$ cat src/rtl/cdc_timer_pkg.sv
// Package: shared constants for the countdown channel.
// Holds the register offsets, the control bit positions and the number of
// valid divisor codes. The bus port and the bench rely on these values.
package cdc_timer_pkg;
    localparam int DATA_W    = 32;
    localparam int NUM_DIV   = 5;            // valid divisor codes 0..NUM_DIV-1
    localparam int CODE_W    = 3;            // width of the divisor select field
    localparam int PRE_W     = 2 * NUM_DIV;  // prescaler width: largest divisor 4^NUM_DIV
    localparam int IE_BIT    = 5;            // interrupt enable position
    localparam int FLAG_BIT  = 8;            // underflow flag position
    localparam int STORE_W   = 8;            // control bits [7:0] are stored

    typedef enum logic [1:0] {
        SEL_RELOAD = 2'd0,
        SEL_COUNT  = 2'd1,
        SEL_CTRL   = 2'd2,
        SEL_STORE  = 2'd3
    } reg_sel_e;
endpackage

$ cat src/rtl/cdc_prescaler.sv
// Module: cdc_prescaler
// Divides the clock by 4^(code+1) and emits a one-cycle tick.
// Assumes: it advances only while run is high, and restart (a control write)
// zeroes the phase and suppresses the tick of its own cycle. Codes at or
// above NUM_DIV never tick.
module cdc_prescaler
    import cdc_timer_pkg::*;
#(
    parameter int NDIV = NUM_DIV
) (
    input  logic              clk,
    input  logic              rst_n,
    input  logic              run,
    input  logic              restart,
    input  logic [CODE_W-1:0] code,
    output logic              tick
);
    localparam int PW = 2 * NDIV;

    logic [PW-1:0] phase_q;
    logic [PW-1:0] mask_tbl [NDIV];
    logic [PW-1:0] mask;
    logic          code_ok;

    // Build the terminal-count mask for each valid code.
    for (genvar g = 0; g < NDIV; g++) begin : g_mask
        assign mask_tbl[g] = PW'((64'd1 << (2 * g + 2)) - 64'd1);
    end

    // Select the mask for the current code and flag reserved codes.
    always_comb begin
        mask    = '0;
        code_ok = 1'b0;
        for (int i = 0; i < NDIV; i++) begin
            if (int'(code) == i) begin
                mask    = mask_tbl[i];
                code_ok = 1'b1;
            end
        end
    end

    // The tick fires on the last phase of each period while running.
    assign tick = run && !restart && code_ok && ((phase_q & mask) == mask);

    // Advance the phase while running, or zero it on restart.
    always_ff @(posedge clk) begin
        if (!rst_n)       phase_q <= '0;
        else if (restart) phase_q <= '0;
        else if (run)     phase_q <= phase_q + 1'b1;
    end


    restart_no_tick_chk: assert property (@(posedge clk) disable iff (!rst_n)
        restart |=> !tick);


    paused_phase_chk: assert property (@(posedge clk) disable iff (!rst_n)
        (!run && !restart) |=> $stable(phase_q));
endmodule

$ cat src/rtl/cdc_counter.sv
// Module: cdc_counter
// The count register and the sticky underflow flag.
// Assumes: tick never comes in the same cycle as flag_clr. The top gates
// both from the control write, so the order of the flag updates is free.
module cdc_counter
    import cdc_timer_pkg::*;
#(
    parameter int W = DATA_W
) (
    input  logic         clk,
    input  logic         rst_n,
    input  logic         tick,
    input  logic         cnt_wr,
    input  logic [W-1:0] wdata,
    input  logic [W-1:0] reload,
    input  logic         flag_clr,
    output logic [W-1:0] cnt,
    output logic         flag
);
    logic underflow;

    // An underflow is a tick with the count at zero and no software write.
    assign underflow = tick && !cnt_wr && (cnt == '0);

    // Software write first, then reload on underflow, else decrement on a tick.
    always_ff @(posedge clk) begin
        if (!rst_n)         cnt <= '1;
        else if (cnt_wr)    cnt <= wdata;
        else if (underflow) cnt <= reload;
        else if (tick)      cnt <= cnt - 1'b1;
    end

    // The sticky flag is set by an underflow and cleared only by software.
    always_ff @(posedge clk) begin
        if (!rst_n)         flag <= 1'b0;
        else if (flag_clr)  flag <= 1'b0;
        else if (underflow) flag <= 1'b1;
    end


    write_wins_chk: assert property (@(posedge clk) disable iff (!rst_n)
        cnt_wr |=> (cnt == $past(wdata)));


    reload_sets_flag_chk: assert property (@(posedge clk) disable iff (!rst_n)
        (tick && !cnt_wr && cnt == '0) |=> (flag && cnt == $past(reload)));


    step_down_chk: assert property (@(posedge clk) disable iff (!rst_n)
        (tick && !cnt_wr && cnt != '0) |=> (cnt == $past(cnt) - 1'b1));


    idle_hold_chk: assert property (@(posedge clk) disable iff (!rst_n)
        (!tick && !cnt_wr) |=> $stable(cnt));


    flag_no_set_chk: assert property (@(posedge clk) disable iff (!rst_n)
        (!flag && !tick) |=> !flag);
endmodule

$ cat src/rtl/countdown_channel.sv
// Module: countdown_channel (top)
// A single reloadable down-counter with a word-addressed register port.
// Assumes: one write per cycle on wr_en, with addr[3:2] selecting the register
// and addr[1:0] ignored. Reads are combinational.
module countdown_channel
    import cdc_timer_pkg::*;
#(
    parameter bit HAS_STORE = 1'b1
) (
    input  logic              clk,
    input  logic              rst_n,
    input  logic              run,
    input  logic [3:0]        addr,
    input  logic              wr_en,
    input  logic [DATA_W-1:0] wr_data,
    output logic [DATA_W-1:0] rd_data,
    output logic              irq
);
    reg_sel_e            sel;
    logic                wr_reload, wr_count, wr_ctrl, wr_store;
    logic [DATA_W-1:0]   reload_q;
    logic [STORE_W-1:0]  ctrl_q;
    logic [DATA_W-1:0]   store_val;
    logic [DATA_W-1:0]   cnt;
    logic                flag;
    logic                tick;
    logic                flag_clr;

    // Decode the register select and the per-register write strobes.
    assign sel       = reg_sel_e'(addr[3:2]);
    assign wr_reload = wr_en && (sel == SEL_RELOAD);
    assign wr_count  = wr_en && (sel == SEL_COUNT);
    assign wr_ctrl   = wr_en && (sel == SEL_CTRL);
    assign wr_store  = wr_en && (sel == SEL_STORE);
    assign flag_clr  = wr_ctrl && !wr_data[FLAG_BIT];

    // Hold the reload constant.
    always_ff @(posedge clk) begin
        if (!rst_n)         reload_q <= '1;
        else if (wr_reload) reload_q <= wr_data;
    end

    // Hold the stored control bits; bit 8 and above are not stored here.
    always_ff @(posedge clk) begin
        if (!rst_n)       ctrl_q <= '0;
        else if (wr_ctrl) ctrl_q <= wr_data[STORE_W-1:0];
    end

    // The optional plain storage register.
    if (HAS_STORE) begin : g_store
        logic [DATA_W-1:0] store_q;
        // Keep the value written at offset 3.
        always_ff @(posedge clk) begin
            if (!rst_n)        store_q <= '0;
            else if (wr_store) store_q <= wr_data;
        end
        assign store_val = store_q;
    end else begin : g_no_store
        assign store_val = '0;
    end

    cdc_prescaler #(.NDIV(NUM_DIV)) u_pre (
        .clk     (clk),
        .rst_n   (rst_n),
        .run     (run),
        .restart (wr_ctrl),
        .code    (ctrl_q[CODE_W-1:0]),
        .tick    (tick)
    );

    cdc_counter #(.W(DATA_W)) u_cnt (
        .clk      (clk),
        .rst_n    (rst_n),
        .tick     (tick),
        .cnt_wr   (wr_count),
        .wdata    (wr_data),
        .reload   (reload_q),
        .flag_clr (flag_clr),
        .cnt      (cnt),
        .flag     (flag)
    );

    // Read mux; the control word carries the live flag in bit 8.
    always_comb begin
        unique case (sel)
            SEL_RELOAD: rd_data = reload_q;
            SEL_COUNT:  rd_data = cnt;
            SEL_CTRL:   rd_data = {{(DATA_W-FLAG_BIT-1){1'b0}}, flag, ctrl_q};
            default:    rd_data = store_val;
        endcase
    end

    // The interrupt is the flag gated by the enable bit.
    assign irq = flag && ctrl_q[IE_BIT];


    flag_clear_chk: assert property (@(posedge clk) disable iff (!rst_n)
        (wr_ctrl && !wr_data[FLAG_BIT]) |=> !flag);


    flag_keep_chk: assert property (@(posedge clk) disable iff (!rst_n)
        (wr_ctrl && wr_data[FLAG_BIT]) |=> (flag == $past(flag)));


    irq_enable_chk: assert property (@(posedge clk) disable iff (!rst_n)
        (wr_ctrl && !wr_data[IE_BIT]) |=> !irq);
endmodule

$ cat config.mk
export PLATFORM = sky130hd
export DESIGN_NAME = countdown_channel
export DESIGN_NICKNAME = d
export VERILOG_FILES = /design/src/rtl/cdc_timer_pkg.sv /design/src/rtl/cdc_prescaler.sv /design/src/rtl/cdc_counter.sv /design/src/rtl/countdown_channel.sv
export SDC_FILE = /design/constraint.sdc
export NUM_CORES = 1
export LEC_CHECK = 0
export BUFFER_PORTS_ARGS = -buffer_cell sky130_fd_sc_hd__buf_2
export CORE_MARGIN = 4
export CORE_UTILIZATION = 38
export DETAILED_ROUTE_END_ITERATION = 8
export GPL_TIMING_DRIVEN = 0
export PLACE_DENSITY_LB_ADDON = 0.3
export SLEW_MARGIN = 20
export SYNTH_ARGS = -nofsm -noshare
export SYNTH_HDL_FRONTEND = slang
export SYNTH_SLANG_ARGS = --single-unit
$ cat constraint.sdc
create_clock -name clk -period 2.81 [get_ports clk]
set_input_delay 0 -clock clk [delete_from_list [all_inputs] [get_ports clk]]
set_output_delay 0 -clock clk [all_outputs]
set_load 0.05 [all_outputs]
==> metrics <==
Max VDD drop 418 µV; routed len/inst 18.0 µm; max-slew violations 0; DIE WIDTH 134 µm; vias in the first global route 6039; Final TNS setup 0 ns; Warnings, synthesis 0; RD Place Congestion 0.921; Logic pwr share 0.144; sequential share of power 0.404; Synth Register Bits 115; multiplexer share of the synthesized area 0.0866; clk slew on worst S/H paths 0.05 ns; Worst R2R End u_cnt.cnt[25]$_SDFFE_PN1P_; Syn Inst Count 775; initial antenna violation count 0; Period minus WS final 2.71 ns; Clock Skews 0.0104 ns; clock power share 0.452; Final ANT Viol Nets 0; pre-CTS setup slack -0.0499 ns; Vias/cell 5.50; post-synthesis xor/xnor area fraction 0.0392; Async SR Flop Fraction 0; Worst EP required 2.81 ns; Mean Syn Cell Area 7.79 µm²; Worst R2R Path Depth 8; critical path peak fanout 10; DP HPWL 14.1 mm; largest family of logic cells by synthesized area simple AND/OR/NAND/NOR gates; Seq/Total Area, Yosys 0.381; P_sw 0.00122 W; status finished clean; CTS tree yes; post-layout util 0.491; row cnt 45; Fmax 369 MHz; total CTS buffers 17; fraction of layout cells with a size suffix above 1 0.138; predominant post-synthesis flop cell dfxtp_1; Pwr per Cell Area 584 mW/mm²; Area growth syn-to-layout 25.0%; Setup crit end kind output port; final setup fails 0; H-tree levels 4; maxcap violations 0; R2R setup slack 0.13 ns; adder-cell share of the synthesized area 0.00414; Initial Utilization 0.393; hold path cells 4; Distinct cells, synth 52; Yosys top cell by area dfxtp_1; maximum clock path buffer count 2; switching share of power 0.276; vias post-DR 6156; DR pass1 iterations 5; Die Ht 134 µm; CP arrival 2.71 ns; Synth Area in Compound Gates 0.138; slew margin rel. 0.286; critical path start-end classification primary input to output port; wire length on met3 1.75 mm; drt total wl 20.1 mm; # IOs 73; Synth area leaders dfxtp_1 (38%), nand2_1 (13%), nand3_1 (5.4%); total chip power 0.00440 W; cell internal pwr 0.00319 W; Diodes inserted 0; Iter 0 DRT Violations 551; Slew @ Worst Pin 1.07 ns; Cell Area, Synth 0.00604 mm²; wire length on met1 8.94 mm; Syn Nets 817; global-route wire length before repair 32.1 mm; Hold Path Class primary input to flop; top sig layer met4; R2R Path Start u_cnt.cnt[0]$_SDFFE_PN1P_; clock root buffer clkbuf_16; Clock Latency Late Sink 0.42 ns; startpoint types primary input; Post-synth EDFFs 0; IO Port Bufs 69; WHS Endpoint u_cnt.cnt[26]$_SDFFE_PN1P_; Final period util 0.964; GRT Overall Usage 0.227; Core Box Area 0.0154 mm²; fin nets 940; Die ar. 0.0180 mm²; Post-route DRC 0; Synth top area share 0.381; Worst Slack Setup Final 0.101 ns; Fin. Hold Viols 0; TritonCTS sink count 115; total grt overflow 0; Synth Area in Simple Gates 0.310; RSZ-0062 raised after global routing no; Hold Startpoint rst_n; largest net degree at the start of global routing 17; Leak 3.04 nW; routed wl met2 9.00 mm
## worst max-delay path, cell delays in order
cell and delay, ns:
buf_2 0.10, clkbuf_1 0.47, buf_2 0.46, buf_1 0.84, mux2i_1 0.16, o21ai_0 0.32, buf_2 0.34
## flip-flops by register name, summed over array words and instances, names as in the netlist
| register | flops |
|---|---|
| ctrl_q | 8 |
| g_store.store_q | 32 |
| reload_q | 32 |
| u_cnt.cnt | 32 |
| u_cnt.flag | 1 |
| u_pre.phase_q | 10 |
## layout by cell type, fill, tap and decap left out, types with 14 or more instances in the layout
master,netlist,routed
nand2_1,209,209
dfxtp_1,115,115
buf_2,4,73
nand3_1,65,65
clkbuf_1,52,54
o21ai_0,34,34
nor2_1,33,33
dlygate4sd3_1,0,33
mux2i_1,32,32
a21boi_0,32,32
o21ai_1,21,21
nand4_1,20,20
xor2_1,18,18
clkbuf_16,0,17
o211ai_1,14,14
## what timing repair did
action | CTS | global route
hold buffers | 33 | 0
setup endpoints to repair | 6 | 18
gates resized for setup | 1 | 6
hold endpoints to repair | 109 | 0
pin swaps | 1 | 0
setup buffers | 2 | 0
## logic make-up after synthesis
| family | count (synthesis) |
|---|---|
| fa+ha+maj | 2 |
| mux | 41 |
| buf+inv | 63 |
| xor+xnor | 27 |
| compound gates | 132 |
| flops | 115 |
| simple gates | 395 |
## per-layer routing
metal / global-route usage / up-vias
li1: - / 2968
met1: 0.298 / 2881
met2: 0.364 / 264
met3: 0.0626 / 43
met4: 0.0741 / 0
met5: 0 / -
## cell type report
cell class | instances | area [µm²]
buffer | 61 | 244
clock buffer | 24 | 482
clock inverter | 6 | 55.1
fill | 1533 | 7820
inverter | 2 | 7.51
multi-input combinational | 597 | 3500
sequential | 115 | 2300
tap | 211 | 264
timing repair buffer | 104 | 691
## worst max-delay path by stage
stage | to | from | cells past startpoint | slack (ns)
finish | rd_data[9] | addr[2] | 7 | 0.10
global placement | u_cnt.cnt[25]$_SDFFE_PN1P_ | u_cnt.cnt[0]$_SDFFE_PN1P_ | 8 | -0.04
floorplan | u_cnt.cnt[28]$_SDFFE_PN1P_ | u_cnt.cnt[0]$_SDFFE_PN1P_ | 8 | 0.40
CTS | u_cnt.cnt[25]$_SDFFE_PN1P_ | u_cnt.cnt[0]$_SDFFE_PN1P_ | 8 | 0.04
detailed placement | u_cnt.cnt[2]$_SDFFE_PN1P_ | u_cnt.cnt[0]$_SDFFE_PN1P_ | 8 | -0.05
global route | u_cnt.cnt[25]$_SDFFE_PN1P_ | u_cnt.cnt[0]$_SDFFE_PN1P_ | 8 | 0.003
## per-stage QoR
step	std cells	hold slack, ns	cell area (µm²)
floorplan	775	0.118	6040
global placement	1055	0.250	6650
detailed placement	1055	0.255	6650
CTS	1120	0.123	7540
global route	1120	0.180	7550
finish	1120	0.143	7550
## synth_stat cells (all sizes together) (10+ instances only)
| cell type | instances |
|---|---|
| clkbuf | 52 |
| nor3 | 12 |
| nand2 | 209 |
| a21boi | 32 |
| o211ai | 14 |
| xor2 | 18 |
| o21ai | 55 |
| mux2i | 32 |
| a21oi | 10 |
| or3 | 10 |
| dfxtp | 115 |
| nand3 | 66 |
| nand4 | 20 |
| nor2 | 33 |
## power groups by stage
stage	Sequential [W]	Combinational [W]	Clock, W
6_report	0.00178	0.000635	0.00199
5_1_grt	0.00179	0.000691	0.00209
4_1_cts	0.00178	0.000633	0.00202
3_5_place_dp	0.00181	0.000594	0
3_3_place_gp	0.00181	0.000591	0
2_1_floorplan	0.00179	0.000416	0
Power figures use the tool's default switching activity.
